### src/rtl/cal_alarm_match.sv
module cal_alarm_match #(
  parameter int AW = 5
) (
  input  logic          clk,
  input  logic          rst_n,
  input  logic          tick,
  input  logic [6:0]    now_sec,
  input  logic [6:0]    now_min,
  input  logic [5:0]    now_hour,
  input  logic [5:0]    now_mday,
  input  logic [2:0]    now_wday,
  input  logic [AW-1:0] reg_addr,
  input  logic          reg_wr,
  input  logic [7:0]    reg_wdata,
  output logic [7:0]    reg_rdata,
  output logic          irq
);
  localparam logic [AW-1:0] A_CTL = AW'(8'h01);
  localparam logic [AW-1:0] A_SEC = AW'(8'h0A);
  localparam logic [AW-1:0] A_MIN = AW'(8'h0B);
  localparam logic [AW-1:0] A_HR  = AW'(8'h0C);
  localparam logic [AW-1:0] A_DAY = AW'(8'h0D);
  localparam logic [AW-1:0] A_WD  = AW'(8'h0E);
  localparam int FLAG_B = 4;
  localparam int IE_B   = 1;
  localparam logic [7:0] MASKED = 8'h80;

  logic [7:0] al_sec, al_min, al_hr, al_day, al_wd;
  logic       flag, ie;
  logic [4:0] msk, hit;
  logic       match, ctl_wr;

  assign msk = {al_wd[7], al_day[7], al_hr[7], al_min[7], al_sec[7]};
  assign hit[0] = msk[0] | (al_sec[6:0] == now_sec);
  assign hit[1] = msk[1] | (al_min[6:0] == now_min);
  assign hit[2] = msk[2] | (al_hr[5:0]  == now_hour);
  assign hit[3] = msk[3] | (al_day[5:0] == now_mday);
  assign hit[4] = msk[4] | (al_wd[2:0]  == now_wday);
  assign match  = (&hit) & ~(&msk);
  assign ctl_wr = reg_wr && (reg_addr == A_CTL);
  assign irq    = flag & ie;

  always_ff @(posedge clk or negedge rst_n) begin
    if (!rst_n) begin
      al_sec <= MASKED;
      al_min <= MASKED;
      al_hr  <= MASKED;
      al_day <= MASKED;
      al_wd  <= MASKED;
      flag   <= 1'b0;
      ie     <= 1'b0;
    end else begin
      if (reg_wr) begin
        case (reg_addr)
          A_CTL: begin
            ie <= reg_wdata[IE_B];
            if (!reg_wdata[FLAG_B]) flag <= 1'b0;
          end
          A_SEC: al_sec <= reg_wdata;
          A_MIN: al_min <= reg_wdata;
          A_HR:  al_hr  <= reg_wdata;
          A_DAY: al_day <= reg_wdata;
          A_WD:  al_wd  <= reg_wdata;
          default: ;
        endcase
      end
      if (tick && match) flag <= 1'b1;
    end
  end

  always_comb begin
    reg_rdata = 8'h00;
    case (reg_addr)
      A_CTL: begin
        reg_rdata[FLAG_B] = flag;
        reg_rdata[IE_B]   = ie;
      end
      A_SEC: reg_rdata = al_sec;
      A_MIN: reg_rdata = al_min;
      A_HR:  reg_rdata = al_hr;
      A_DAY: reg_rdata = al_day;
      A_WD:  reg_rdata = al_wd;
      default: ;
    endcase
  end

  // a new flag only follows a tick
  a_r6_rise_needs_tick: assert property (@(posedge clk) disable iff (!rst_n)
    $rose(flag) |-> $past(tick));

  // fully masked setting cannot raise the flag
  a_r7_all_masked_quiet: assert property (@(posedge clk) disable iff (!rst_n)
    (tick && (&msk) && !ctl_wr && !flag) |=> !flag);

  // writing one to the flag bit keeps a set flag
  a_r8_w1_keeps: assert property (@(posedge clk) disable iff (!rst_n)
    (ctl_wr && reg_wdata[FLAG_B] && flag) |=> flag);

  // writing zero without a tick clears the flag
  a_r8_w0_clears: assert property (@(posedge clk) disable iff (!rst_n)
    (ctl_wr && !reg_wdata[FLAG_B] && !tick) |=> !flag);

  // disabling the interrupt silences irq
  a_r9_disable_drops_irq: assert property (@(posedge clk) disable iff (!rst_n)
    (ctl_wr && !reg_wdata[IE_B]) |=> !irq);

  // a matching tick wins over a concurrent clear
  a_r10_set_wins: assert property (@(posedge clk) disable iff (!rst_n)
    (tick && match) |=> flag);
endmodule

### config.mk
export PLATFORM = sky130hd
export DESIGN_NAME = cal_alarm_match
export DESIGN_NICKNAME = d
export VERILOG_FILES = /design/src/rtl/cal_alarm_match.sv
export SDC_FILE = /design/constraint.sdc
export NUM_CORES = 1
export LEC_CHECK = 0
export CAP_MARGIN = 25
export CORE_AREA = 2 2 84 66
export CTS_BUF_LIST = sky130_fd_sc_hd__clkbuf_4 sky130_fd_sc_hd__clkbuf_8
export CTS_CLUSTER_DIAMETER = 120
export CTS_CLUSTER_SIZE = 8
export DETAILED_ROUTE_END_ITERATION = 7
export DIE_AREA = 0 0 86 68
export HOLD_SLACK_MARGIN = 0.05
export PLACE_DENSITY_LB_ADDON = 0.12
export SLEW_MARGIN = 5
export SYNTH_ARGS = -nofsm -noshare
export SYNTH_HDL_FRONTEND = slang
export SYNTH_SLANG_ARGS = --single-unit
### constraint.sdc
create_clock -name clk -period 2.7 [get_ports clk]
set_input_delay 0.405 -clock clk [delete_from_list [all_inputs] [get_ports clk]]
set_output_delay 0.405 -clock clk [all_outputs]
set_load 0.01 [all_outputs]
==> flow_summary.json <==
{
  "outcome": "finished clean",
  "ys_seq_elements": 42,
  "antenna_found_initial": 0,
  "min_period_ns": 2.61,
  "core_sq_um": 5090,
  "diodes": 0,
  "rsz0062_at_grt": "no",
  "die-area_sq_um": 5850,
  "dieHeight_um": 68,
  "cp.arrival_ns": 2.21,
  "layout_common_cells": "clkdlybuf4s50_1, mux2_2, dfrtp_1",
  "cts.reportedPaths.clkPinSlew_ns": 0.08,
  "grt_overflow": 0,
  "startpoint_type": "input port",
  "cpPeakStageDelay_ns": 0.53,
  "clock_latency_ns": 0.29,
  "dr.pass1.iters": 5,
  "final_common_cell": "clkdlybuf4s50_1",
  "rows": 23,
  "setup-tns-final_ns": 0,
  "fill_cells": 432,
  "path_cells": "clkdlybuf4s50_1, nand3b_4, nor3b_4, buf_4, a22oi_1, nand3_1, clkdlybuf4s50_1",
  "finalHoldViolCount": 0,
  "syn-mean-instance-area_sq_um": 12.8,
  "crit-reg2reg-launch": "al_hr[0]",
  "ir_worst_vdd_mv": 0.320,
  "syn_area_sq_um": 2210,
  "r2r_slack_ns": 0.98,
  "end_kind": "output pin",
  "gp_congestion": 0.936,
  "ioPinCount": 55,
  "worstSetupPathType": "in2out",
  "initial_core_util": 0.434,
  "cts-root-buf": "clkbuf_8",
  "grt_max_degree": 43,
  "maxCapViolCount": 0,
  "drive_above_1_share": 0.313,
  "drt-initial-drc-count": 80,
  "cpMostUsedCell": "clkdlybuf4s50_1",
  "final_nets": 288,
  "vias": 1686,
  "ys_types": 28,
  "ys_async_sr_fraction": 1.00,
  "reg2reg_to": "flag",
  "cp.depth": 7,
  "period_share": 0.968,
  "cts_tree": "yes",
  "routed_wl_um": 5830,
  "finalSetupViolations": 0,
  "fin_skew_ns": 0.00635,
  "clockBufferDepth": 2,
  "post-cts-setup-buffers": 0,
  "yosys_warnings": 0,
  "cts.sinks": 42,
  "final_area_sq_um": 3030,
  "port_buffers": 54,
  "crit_buf_inv": 3,
  "first_global_vias": 1738,
  "drc": 0,
  "htreeDepth": 2,
  "grt_first_pass_wirelength_um": 8930,
  "critPathMaxFanout": 4,
  "max_freq_ghz": 0.383,
  "leakage_nw": 1.39,
  "synth_nets": 219,
  "syn_to_final_growth_pct": 37.0,
  "drt.antenna.violating_nets": 0,
  "critical_path_required_ns": 2.30,
  "worst_pin_slew_ns": 0.502,
  "holdCritPathClass": "in2async",
  "synth_edf_count": 0,
  "power_density_nw_per_um2": 553,
  "track_usage": 0.209,
  "hpwlAfterDp_um": 4490,
  "wl_per_cell_um": 19.1,
  "synth_area_leader_cell": "dfrtp_1",
  "slew_headroom": 0.663,
  "synth_cells": 173,
  "yosysSeqAreaShare": 0.478,
  "critPathTopFamily": "buffers and inverters",
  "reg2reg_depth": 4,
  "synth_top_cells_by_area": "dfrtp_1, mux2_2, dfstp_2, xnor2_1, xor2_1",
  "die_w_um": 86,
  "vias_per_cell": 5.53,
  "cts_buffers": 5,
  "synth_flop_cell": "dfrtp_1",
  "synth_top_area_frac": 0.419,
  "drv_slew": 0,
  "slowest_stage": "clkdlybuf4s50_1",
  "dpl_cell_area_sq_um": 2890
}
[layer usage]
metal	track usage	routed length, um
met5	0	0
met4	0.0754	87
met3	0.0410	308
met2	0.357	2970
met1	0.269	2470
[cell usage after synthesis, types with 2 or more instances]
cell type and count:
buf_2 2, xor2_1 14, xnor2_1 15, o21ai_0 2, nor4_1 5, nand4_1 3
nand3_1 3, a22oi_1 12, dfrtp_1 37, dfstp_2 5, mux2_2 41, a31oi_1 2
nand2_1 9, nand2_2 4, a222oi_1 6
[stage by stage]
step                power [W]  cells  worst slack, ns   util  hold WS (ns)
floorplan             0.00107    173             1.09      -         0.109
global placement      0.00124    295         -0.00347  0.567         0.490
detailed placement    0.00126    295          -0.0392  0.567         0.497
CTS                   0.00169    303           0.0246  0.586         0.281
global route          0.00177    305           0.0164  0.594         0.451
finish                0.00167    305           0.0876  0.594         0.456
[cells by family (layout without fill, tap and decap cells)]
family	Yosys count	count (layout)	synth area share
flip-flops	42	42	0.478
AND/OR/NAND/NOR	34	34	0.105
multiplexers	41	41	0.209
buffers and inverters	3	73	0.00792
AO/OA/AOI/OAI	24	24	0.0849
XOR/XNOR	29	29	0.115
[worst max-delay path by stage]
stage,start,endpoint
final,reg_addr[4],reg_rdata[4]
after global routing,reg_addr[4],reg_rdata[6]
after CTS,reg_addr[4],reg_rdata[3]
after detailed placement,reg_addr[2],reg_rdata[2]
after global placement,reg_addr[2],reg_rdata[4]
after floorplan,reg_addr[4],reg_rdata[1]
[layout make-up]
| cell class | count | area [sq um] | area share |
|---|---|---|---|
| timing repair buffer | 65 | 659 | 0.218 |
| clock inverter | 2 | 12.5 | 0.00413 |
| multi-input combinational | 128 | 1140 | 0.376 |
| sequential | 42 | 1060 | 0.349 |
| clock buffer | 6 | 82.6 | 0.0273 |
| tap | 62 | 77.6 | 0.0256 |
[state kept, by name (all words and copies together) (netlist names)]
register,cells
ie,1
al_hr,8
flag,1
al_sec,8
al_min,8
al_wd,8
al_day,8
[power breakdown]
part	switching, W	internal [W]
combinational	0.000144	0.000236
clock	0.000219	0.000206
sequential	0.000108	0.000761
total	0.000471	0.00120
[timing repair]
action                     4_1_cts  5_1_grt
cloned                           0        0
setup endpoints to repair        4        7
hold endpoints to repair         0        4
hold buffers                     0        1
gates resized for setup          3        6
pin swaps                        1        2
(Power assumes the default switching activity.)
